`config.mk`:
```
export PLATFORM = sky130hd
export DESIGN_NAME = nor_rd_adapter
export DESIGN_NICKNAME = d
export VERILOG_FILES = /design/src/rtl/nor_rd_adapter.sv
export SDC_FILE = /design/constraint.sdc
export NUM_CORES = 1
export LEC_CHECK = 0
export ABC_AREA = 1
export BUFFER_PORTS_ARGS = -buffer_cell sky130_fd_sc_hd__buf_2
export CORE_MARGIN = 2
export CORE_UTILIZATION = 50
export DETAILED_ROUTE_END_ITERATION = 8
export GPL_TIMING_DRIVEN = 1
export PLACE_DENSITY = 0.76
export SYNTH_ARGS = -nofsm -noshare
export SYNTH_HDL_FRONTEND = slang
export SYNTH_SLANG_ARGS = --single-unit
```
`constraint.sdc`:
```
create_clock -name clk -period 2.2 [get_ports clk]
set_input_delay 0.44 -clock clk [delete_from_list [all_inputs] [get_ports clk]]
set_output_delay 0.44 -clock clk [all_outputs]
set_load 0.005 [all_outputs]
```
`src/rtl/nor_rd_adapter.sv`:
```
module nor_rd_adapter #(
  parameter int FLASH_W  = 16,
  parameter int CPU_AW   = 21,
  parameter int WAIT_CYC = 3
) (
  input  logic                                  clk,
  input  logic                                  rst_n,
  input  logic                                  req_valid,
  output logic                                  req_ready,
  input  logic [CPU_AW-1:0]                     req_addr,
  input  logic [1:0]                            req_size,
  output logic                                  rsp_valid,
  output logic [31:0]                           rsp_data,
  output logic                                  rsp_err,
  output logic [CPU_AW-$clog2(FLASH_W/8)-1:0]   fl_addr,
  output logic                                  fl_ce_n,
  output logic                                  fl_oe_n,
  input  logic [FLASH_W-1:0]                    fl_data
);
  localparam int FB   = FLASH_W / 8;
  localparam int SH   = $clog2(FB);
  localparam int FA_W = CPU_AW - SH;
  localparam int WW   = (WAIT_CYC > 1) ? $clog2(WAIT_CYC) : 1;

  typedef enum logic [1:0] {S_IDLE, S_ACT, S_GAP, S_DONE} st_t;

  st_t             st;
  logic [FA_W-1:0] fa;
  logic [WW-1:0]   wcnt;
  logic [2:0]      beat, beats;
  logic [1:0]      size_q, lane_q;
  logic            err_q;
  logic [31:0]     acc;

  logic [2:0]  nbytes, nbeats;
  logic        bad;
  logic        last_wait, last_beat;
  logic [31:0] shifted, mask;

  always_comb begin
    case (req_size)
      2'b00:   nbytes = 3'd1;
      2'b01:   nbytes = 3'd2;
      default: nbytes = 3'd4;
    endcase
    nbeats = nbytes >> SH;
    if (nbeats == 3'd0) nbeats = 3'd1;
  end

  assign bad = (req_size == 2'b11)
            || (req_size == 2'b01 && req_addr[0])
            || (req_size == 2'b10 && req_addr[1:0] != 2'b00);

  assign last_wait = (wcnt == WW'(WAIT_CYC - 1));
  assign last_beat = (beat == beats - 3'd1);

  always_ff @(posedge clk or negedge rst_n) begin
    if (!rst_n) begin
      st     <= S_IDLE;
      fa     <= '0;
      wcnt   <= '0;
      beat   <= '0;
      beats  <= 3'd1;
      size_q <= '0;
      lane_q <= '0;
      err_q  <= 1'b0;
      acc    <= '0;
    end else begin
      case (st)
        S_IDLE: if (req_valid) begin
          size_q <= req_size;
          lane_q <= req_addr[1:0] & 2'(FB - 1);
          acc    <= '0;
          beat   <= '0;
          wcnt   <= '0;
          beats  <= nbeats;
          fa     <= req_addr[CPU_AW-1:SH];
          err_q  <= bad;
          st     <= bad ? S_DONE : S_ACT;
        end
        S_ACT: begin
          if (last_wait) begin
            acc  <= acc | (32'(fl_data) << (32'(beat) * FLASH_W));
            wcnt <= '0;
            if (last_beat) st <= S_DONE;
            else begin
              beat <= beat + 3'd1;
              fa   <= fa + FA_W'(1);
              st   <= S_GAP;
            end
          end else begin
            wcnt <= wcnt + WW'(1);
          end
        end
        S_GAP:  st <= S_ACT;
        default: st <= S_IDLE;
      endcase
    end
  end

  assign shifted = acc >> {lane_q, 3'b000};

  always_comb begin
    case (size_q)
      2'b00:   mask = 32'h0000_00FF;
      2'b01:   mask = 32'h0000_FFFF;
      default: mask = 32'hFFFF_FFFF;
    endcase
  end

  assign req_ready = (st == S_IDLE);
  assign rsp_valid = (st == S_DONE);
  assign rsp_err   = rsp_valid && err_q;
  assign rsp_data  = (rsp_valid && !err_q) ? (shifted & mask) : 32'h0;
  assign fl_addr   = fa;
  assign fl_ce_n   = (st != S_ACT);
  assign fl_oe_n   = (st != S_ACT);
endmodule


```
==> results_dict.tcl, run 1 <==
set metrics [dict create \
    status "complete, no violations" \
    fin_skew_ns 0.01032 \
    antenna_found_initial 0 \
    die_y_um 94.13 \
    cts_made_buffers 9 \
    cts_tree "done" \
    clockBufferDepth 2 \
    startpoint_type "flop" \
    drt-vias-per-instance 5.132 \
    tightestPinTransition_ns 0.5693 \
    start_util_pct 52.02 \
    dp_hpwl_mm 7.424 \
    synth_cell_types 34 \
    reg2reg_to "fl_addr[16]$_DFFE_PN0P_" \
    drive_above_1_share_pct 26.34 \
    overflow 0 \
    syn_area_sq_mm 0.004061 \
    fin_area_sq_mm 0.004881 \
    drc 0 \
    leakage_nw 2.546 \
    synth_commonest_cells "163 x nand2_1, 89 x nor2_1, 76 x inv_1, 64 x dfrtp_1, 25 x nand3_1" \
    die-area_sq_mm 0.008860 \
    die-width_um 94.13 \
    numPortBuffers 98 \
    r2r_cells 9 \
    hold_ws_ns 0.08394 \
    std_cell_rows 32 \
    synth_edf_count 0 \
    routedWlPerCell_um 13.13 \
    syn_inst 573 \
    grt_pass1_vias 3821 \
    r2r_setup_slack_ns 0.28 \
    netlist.area_leader.share_pct 39.43 \
    syn_to_final_growth_pct 20.18 \
    ios 99 \
    n_antenna_cell 0 \
    grt_pass1_wl_mm 16.96 \
    drv_cap 0 \
    holdCritPathClass "in2async" \
    yosys_register_bits 65 \
    p_per_area_mw_per_mm2 1435 \
    postCtsHoldBufs 0 \
    ant_nets 0 \
    crit_fanout 48 \
    insertion_delay_ns 0.35 \
    peakVddDrop_mv 0.8405 \
    drtIter0Drc 213 \
    dp.cells 758 \
    syn_avg_cell_area_sq_um 7.088 \
    cp-end-kind "primary output" \
    ctsHtreeMaxLevel 3 \
    gp_congestion 0.8705 \
    core_area_sq_mm 0.007807 \
    yosys-top-cells-area "dfrtp_1 39%, nand2_1 15%, nor2_1 8.2%" \
    yosysSeqAreaShare_pct 40.08 \
    grt_usage_pct 24.24 \
    synthesis.nets 618 \
    setup_violations 0 \
    r2r_start "beats[0]$_DFFE_PN1P_" \
    slew_headroom_pct 62.04 \
    cts_sinks 65 \
    finalCritPeriodShare_pct 94.34 \
    finalWirelength_mm 10.16 \
    grt_setup_unrepaired "false" \
    synth_ff_type "dfrtp_1" \
    place_area_sq_mm 0.004649 \
    ys_warn_count 0 \
    first_pass_iters 6 \
    vias 3972 \
    period_minus_slack_ns 2.075 \
    clk_pin_slew_ns 0.08 \
    synthArstFlopShare_pct 100.0 \
    nNetsFinal 712 \
    critPathRequiredTime_ns 1.76 \
    fmax_ghz 0.4818 \
    synth_largest_area_cell "dfrtp_1" \
    hold_viol 0 \
    path_class "reg2out" \
    cp.arrival_ns 1.64 \
    yosysMostFrequentCell "nand2_1" \
    root_buffer "clkbuf_8" \
    grt_max_degree 49 \
    instances_no_fill 774 \
    drv_slew 0 \
]
layout by cell type (no fill, tap or decap), types with 2 or more instances in the layout:
cell type | synthesis | routed
nor2_1 | 89 | 88
o21ai_0 | 11 | 11
nand4_1 | 5 | 5
clkinvlp_4 | 0 | 3
a211oi_2 | 0 | 2
inv_1 | 76 | 75
a211oi_1 | 16 | 14
nand2_2 | 0 | 2
buf_2 | 7 | 98
ha_1 | 3 | 3
nand2_1 | 163 | 161
dfrtp_1 | 64 | 63
or2_2 | 3 | 3
buf_4 | 1 | 4
clkbuf_8 | 0 | 10
buf_12 | 0 | 3
nand3b_1 | 3 | 3
xor2_1 | 5 | 5
a21oi_1 | 22 | 22
inv_2 | 4 | 5
nand2_4 | 4 | 4
nor3_1 | 8 | 8
nand3_1 | 25 | 25
xnor2_1 | 3 | 3
nor2_8 | 2 | 2
o21ai_1 | 7 | 6
nor2_4 | 1 | 3
a21oi_2 | 20 | 20
nor2_2 | 10 | 9
report_power, final:
group	total, mW	switching [mW]	internal (mW)
clock network	1.05	0.491	0.555
logic	3.64	2.31	1.33
registers	2.32	0.525	1.80
total	7.01	3.33	3.68
worst max-delay path, cell delays in order (launching register included):
cell and delay [ns]:
dfrtp_1 0.35, buf_4 0.41, nor2_1 0.10, a211oi_2 0.25, buf_2 0.15
cell families (layout without fill, tap and decap cells):
| family | after synthesis | count (layout) | synth area share, % |
|---|---|---|---|
| compound gates | 80 | 80 | 13.19 |
| xor+xnor | 8 | 8 | 1.725 |
| fa+ha+maj | 3 | 3 | 0.9243 |
| buf+inv | 102 | 201 | 10.47 |
| flops | 65 | 65 | 40.08 |
| simple gates | 315 | 315 | 33.61 |
area by class of cell:
cell class                 count  area (sq um)
inverter                      80         300.3
sequential                    65          1629
tap                          102         127.6
multi-input combinational    406          2039
fill                         722          2927
timing repair buffer         105         580.6
clock buffer                  10         137.6
clock inverter                 6         66.31
stage by stage:
stage | setup TNS, ns | util, % | setup slack [ns] | power, mW
finish | 0 | 62.52 | 0.1246 | 7.006
global route | 0 | 62.52 | 0.01676 | 7.630
CTS | -0.03888 | 62.26 | -0.02532 | 7.005
detailed placement | 0 | 59.55 | 0.2069 | 5.938
global placement | 0 | 59.55 | 0.2668 | 5.800
floorplan | 0 | - | 0.5308 | 4.973
worst max path at each step:
stage / end / start / slack [ns] / cells after the start
floorplan: fl_addr[3]$_DFFE_PN0P_ / beats[0]$_DFFE_PN1P_ / 0.53 / 9
global placement: rsp_data[2] / st[0]$_DFFE_PN0P_ / 0.27 / 5
detailed placement: rsp_data[2] / st[0]$_DFFE_PN0P_ / 0.21 / 5
CTS: rsp_data[13] / st[0]$_DFFE_PN0P_ / -0.03 / 5
global route: rsp_data[3] / st[1]$_DFFE_PN0P_ / 0.02 / 5
finish: rsp_data[2] / lane_q[0]$_DFFE_PN0P_ / 0.12 / 4
flip-flops by register name, summed over array words and instances, names as in the netlist:
register  cells
beat          3
err_q         1
size_q        2
st            2
acc          32
beats         2
lane_q        1
wcnt          2
fl_addr      20
repair_timing:
| action | CTS | global route |
|---|---|---|
| hold endpoints to repair | 0 | 0 |
| setup endpoints to repair | 20 | 25 |
| gates resized for setup | 3 | 6 |
| buffers inserted | 0 | 0 |
per-layer routing:
layer | global-route usage, % | wire length [um]
met1 | 32.14 | 4598
met2 | 39.76 | 4842
met3 | 4.254 | 528
met4 | 8.937 | 193
met5 | 0 | 0
No activity file was read; power rests on OpenSTA's default activity.
==> inputs of run 2 (changes only) <==
PLACE_DENSITY = 0.75   (was 0.76)
==> results_dict.tcl, run 2 (synthesis results as in run 1) <==
set metrics [dict create \
    p_per_area_mw_per_mm2 1437 \
    grt_pass1_vias 3769 \
    final_cell_mix "162 x nand2_1, 98 x buf_2, 88 x nor2_1" \
    cts_sinks 65 \
    numPortBuffers 98 \
    ctsHtreeMaxLevel 3 \
    postCtsHoldBufs 0 \
    nNetsFinal 714 \
    slew_headroom_pct 59.34 \
    core_area_sq_mm 0.007807 \
    drive_above_1_share_pct 26.60 \
    top_register "acc" \
    cp-endpoint "rsp_data[5]" \
    cts_made_buffers 9 \
    dp_hpwl_mm 7.377 \
    ant_nets 0 \
    routedWlPerCell_um 13.25 \
    first_pass_iters 4 \
    period_minus_slack_ns 2.110 \
    reg2reg_to "fl_addr[19]$_DFFE_PN0P_" \
    finalWirelength_mm 10.27 \
    fin_setup_tns_ns 0 \
    syn_to_final_growth_pct 19.99 \
    instances_no_fill 775 \
    drv_slew 0 \
    gp_congestion 0.8630 \
    n_antenna_cell 0 \
    peakVddDrop_mv 0.8540 \
    fin_skew_ns 0.01115 \
    cp-end-kind "primary output" \
    grt_usage_pct 24.82 \
    insertion_delay_ns 0.35 \
    tightestPinTransition_ns 0.6099 \
    overflow 0 \
    design_power_total_mw 7.004 \
    grtUsageMet3_pct 4.655 \
    die_y_um 94.13 \
    crit_fanout 16 \
    vias 3921 \
    finalCritPeriodShare_pct 95.92 \
    root_buffer "clkbuf_8" \
    globalRoute.busiestLayer "met2" \
    std_cell_rows 32 \
    drc 0 \
    fin_util_pct 62.42 \
    grt_pass1_wl_mm 17.29 \
    dp.cells 760 \
    met2_usage_pct 39.40 \
    drv_cap 0 \
    path_class "reg2out" \
    leakage_nw 2.552 \
    hold_viol 0 \
    antenna_found_initial 0 \
    setup_violations 0 \
    cp.arrival_ns 1.67 \
    clockBufferDepth 2 \
    cp-startpoint "st[1]$_DFFE_PN0P_" \
    grt_setup_unrepaired "true" \
    die-area_sq_mm 0.008860 \
    fmax_ghz 0.4739 \
    status "complete, no violations" \
    postCtsSetupBuffers 0 \
    r2r_start "beats[0]$_DFFE_PN1P_" \
    grt_util_met1_pct 33.80 \
    drt-vias-per-instance 5.059 \
    cts_tree "done" \
    clk_pin_slew_ns 0.07 \
    largest_reg_flops 32 \
    critPathRequiredTime_ns 1.76 \
    r2r_setup_slack_ns 0.19 \
    drtIter0Drc 248 \
    startpoint_type "flop" \
    start_util_pct 52.02 \
    grt_max_degree 39 \
    die-width_um 94.13 \
    ios 99 \
    r2r_cells 9 \
    layout_commonest_cell "nand2_1" \
    holdCritPathClass "in2async" \
]
-- run 2: worst max-delay path, cell delays in order (launching register included) --
cell and delay, ns:
dfrtp_1 0.42, nand2_1 0.17, nor2_4 0.16, inv_2 0.16, a211oi_1 0.24, buf_2 0.16
-- run 2: final cells by class --
class                      instances  area [sq um]
sequential                        65          1629
clock inverter                     4         52.55
clock buffer                      11         141.4
inverter                          80         300.3
fill                             747          2934
multi-input combinational        406          2052
timing repair buffer             107         570.5
tap                              102         127.6
-- run 2: per-layer routing --
layer / vias to the layer above / share of wire, % / wire (um)
li1: 1971 / - / -
met1: 1827 / 46 / 4673
met2: 109 / 48 / 4905
met3: 14 / 5.1 / 525
met4: 0 / 1.6 / 165
met5: - / 0 / 0
-- run 2: worst min path at each step --
stage	start	to	slack, ns
2_1_floorplan	rst_n	acc[0]$_DFFE_PN0P_	0.14
3_3_place_gp	size_q[0]$_DFFE_PN0P_	size_q[0]$_DFFE_PN0P_	0.46
3_5_place_dp	size_q[0]$_DFFE_PN0P_	size_q[0]$_DFFE_PN0P_	0.47
4_1_cts	rst_n	err_q$_DFFE_PN0P_	0.12
5_1_grt	rst_n	err_q$_DFFE_PN0P_	0.15
6_report	rst_n	err_q$_DFFE_PN0P_	0.09
-- run 2: stage by stage --
| stage | hold slack (ns) | instance area [sq um] | worst slack, ns |
|---|---|---|---|
| finish | 0.09258 | 4873 | 0.08971 |
| global route | 0.1466 | 4873 | -0.02119 |
| CTS | 0.1162 | 4853 | 0.04944 |
| detailed placement | 0.4693 | 4639 | 0.1851 |
| global placement | 0.4637 | 4639 | 0.2268 |
| floorplan | 0.1444 | 4061 | 0.5308 |
-- run 2: what timing repair did --
item	4_1_cts	5_1_grt
gates resized for setup	7	4
endpoints found under the setup margin	32	5
endpoints found under the hold margin	0	0
-- run 2: where the power goes --
group | internal, mW | switching (mW) | leakage, nW
clock | 0.552 | 0.470 | 0.0998
sequential | 1.80 | 0.523 | 0.814
combinational | 1.31 | 2.35 | 1.64
total | 3.66 | 3.34 | 2.55
==> inputs of run 3 (changes only) <==
CORE_UTILIZATION = 42   (was 50)
CTS_CLUSTER_SIZE = 16   (was not set)
PLACE_DENSITY = 0.65   (was 0.75)
==> results_dict.tcl, run 3 (synthesis results as in run 1) <==
set metrics [dict create \
    fin_setup_tns_ns 0 \
    clk_pin_slew_ns 0.07 \
    status "complete, no violations" \
    clockBufferDepth 2 \
    r2r_start "beats[0]$_DFFE_PN1P_" \
    grt_setup_unrepaired "false" \
    drc 0 \
    insertion_delay_ns 0.34 \
    start_util_pct 43.54 \
    crit_fanout 8 \
    grt_usage_pct 21.07 \
    finalWirelength_mm 10.51 \
    fin_util_pct 52.82 \
    holdCritPathClass "in2async" \
    cp-end-kind "primary output" \
    drv_cap 0 \
    die_y_um 102.3 \
    first_pass_iters 4 \
    grt_pass1_vias 3611 \
    instances_no_fill 800 \
    drt-vias-per-instance 4.863 \
    dp.cells 784 \
    cts_sinks 65 \
    std_cell_rows 35 \
    cts_tree "done" \
    drtIter0Drc 192 \
    fmax_ghz 0.4834 \
    period_minus_slack_ns 2.069 \
    core_area_sq_mm 0.009328 \
    grt_max_degree 66 \
    postCtsHoldBufs 0 \
    finalCritPeriodShare_pct 94.03 \
    numPortBuffers 98 \
    ant_nets 0 \
    top_register "acc" \
    nNetsFinal 711 \
    layout_commonest_cell "nand2_1" \
    hold_viol 0 \
    cp-startpoint "st[1]$_DFFE_PN0P_" \
    r2r_setup_slack_ns 0.30 \
    grt_pass1_wl_mm 17.44 \
    met2_usage_pct 34.06 \
    ctsHtreeMaxLevel 3 \
    grt_util_met1_pct 29.20 \
    root_buffer "clkbuf_8" \
    die-area_sq_mm 0.01047 \
    p_per_area_mw_per_mm2 1449 \
    globalRoute.busiestLayer "met2" \
    cts_made_buffers 9 \
    leakage_nw 2.566 \
    overflow 0 \
    postCtsSetupBuffers 0 \
    crit_chain "nand2_1, nor2_4, nand2_4, a211oi_4, buf_2" \
    path_class "reg2out" \
    largest_reg_flops 32 \
    startpoint_type "flop" \
    setup_violations 0 \
    routedWlPerCell_um 13.14 \
    fin_area_sq_mm 0.004927 \
    drive_above_1_share_pct 25.93 \
    fin_skew_ns 0.005354 \
    slew_headroom_pct 67.58 \
    ios 99 \
    vias 3890 \
    cp.arrival_ns 1.63 \
    crit_slowest_cell "dfrtp_1" \
    grtUsageMet3_pct 3.215 \
    die-width_um 102.3 \
    drv_slew 0 \
    syn_to_final_growth_pct 21.32 \
    critPathRequiredTime_ns 1.76 \
    gp_congestion 0.8643 \
    antenna_found_initial 0 \
    n_antenna_cell 0 \
    peakVddDrop_mv 0.7379 \
    design_power_total_mw 7.138 \
    dp_hpwl_mm 7.541 \
    tightestPinTransition_ns 0.4864 \
    place_area_sq_mm 0.004663 \
    final_cell_mix "162 x nand2_1, 98 x buf_2, 88 x nor2_1" \
    slowest_delay_ns 0.42 \
]
[run 3: layout make-up]
type / instances / area, sq um
fill: 928 / 4400
multi-input combinational: 406 / 2049
sequential: 65 / 1629
timing repair buffer: 104 / 564.3
inverter: 80 / 302.8
tap: 129 / 161.4
clock buffer: 11 / 141.4
clock inverter: 5 / 78.83
[run 3: what timing repair did]
action / 4_1_cts / 5_1_grt
endpoints found under the setup margin: 25 / 20
hold endpoints to repair: 0 / 0
gates resized for setup: 6 / 7
[run 3: power breakdown]
part / total [mW] / switching [mW] / internal [mW]
clock network: 1.14 / 0.475 / 0.668
registers: 2.35 / 0.552 / 1.80
logic: 3.65 / 2.32 / 1.33
total: 7.14 / 3.35 / 3.79
[run 3: stage by stage]
stage	worst slack (ns)	hold WS, ns
after floorplan	0.5308	0.1444
after global placement	0.2989	0.4879
after detailed placement	0.2225	0.4901
after CTS	0.01189	0.1156
after global routing	0.009748	0.1353
final	0.1313	0.09956
[run 3: worst paths after layout]
path / to / depth (start not counted)
max in group asynchronous: beats[0]$_DFFE_PN1P_ / 2
worst min register to register: wcnt[1]$_DFFE_PN0P_ / 2
worst min-delay path: lane_q[0]$_DFFE_PN0P_ / 2
min in group clk: size_q[0]$_DFFE_PN0P_ / 3
worst max register to register: fl_addr[13]$_DFFE_PN0P_ / 9
worst max-delay path: rsp_data[19] / 5
[run 3: per-layer routing]
metal | vias to the layer above | routed length, um
li1 | 1971 | -
met1 | 1798 | 4934
met2 | 107 | 4904
met3 | 14 | 533
met4 | 0 | 139
met5 | - | 0
[run 3: critical path, delay by kind of cell, from the launching register on]
family / cells / cell delay [ns]
and+or+nand+nor: 3 / 0.49
AOI/OAI and AO/OA: 1 / 0.21
buffers and inverters: 1 / 0.16
DFF: 1 / 0.42
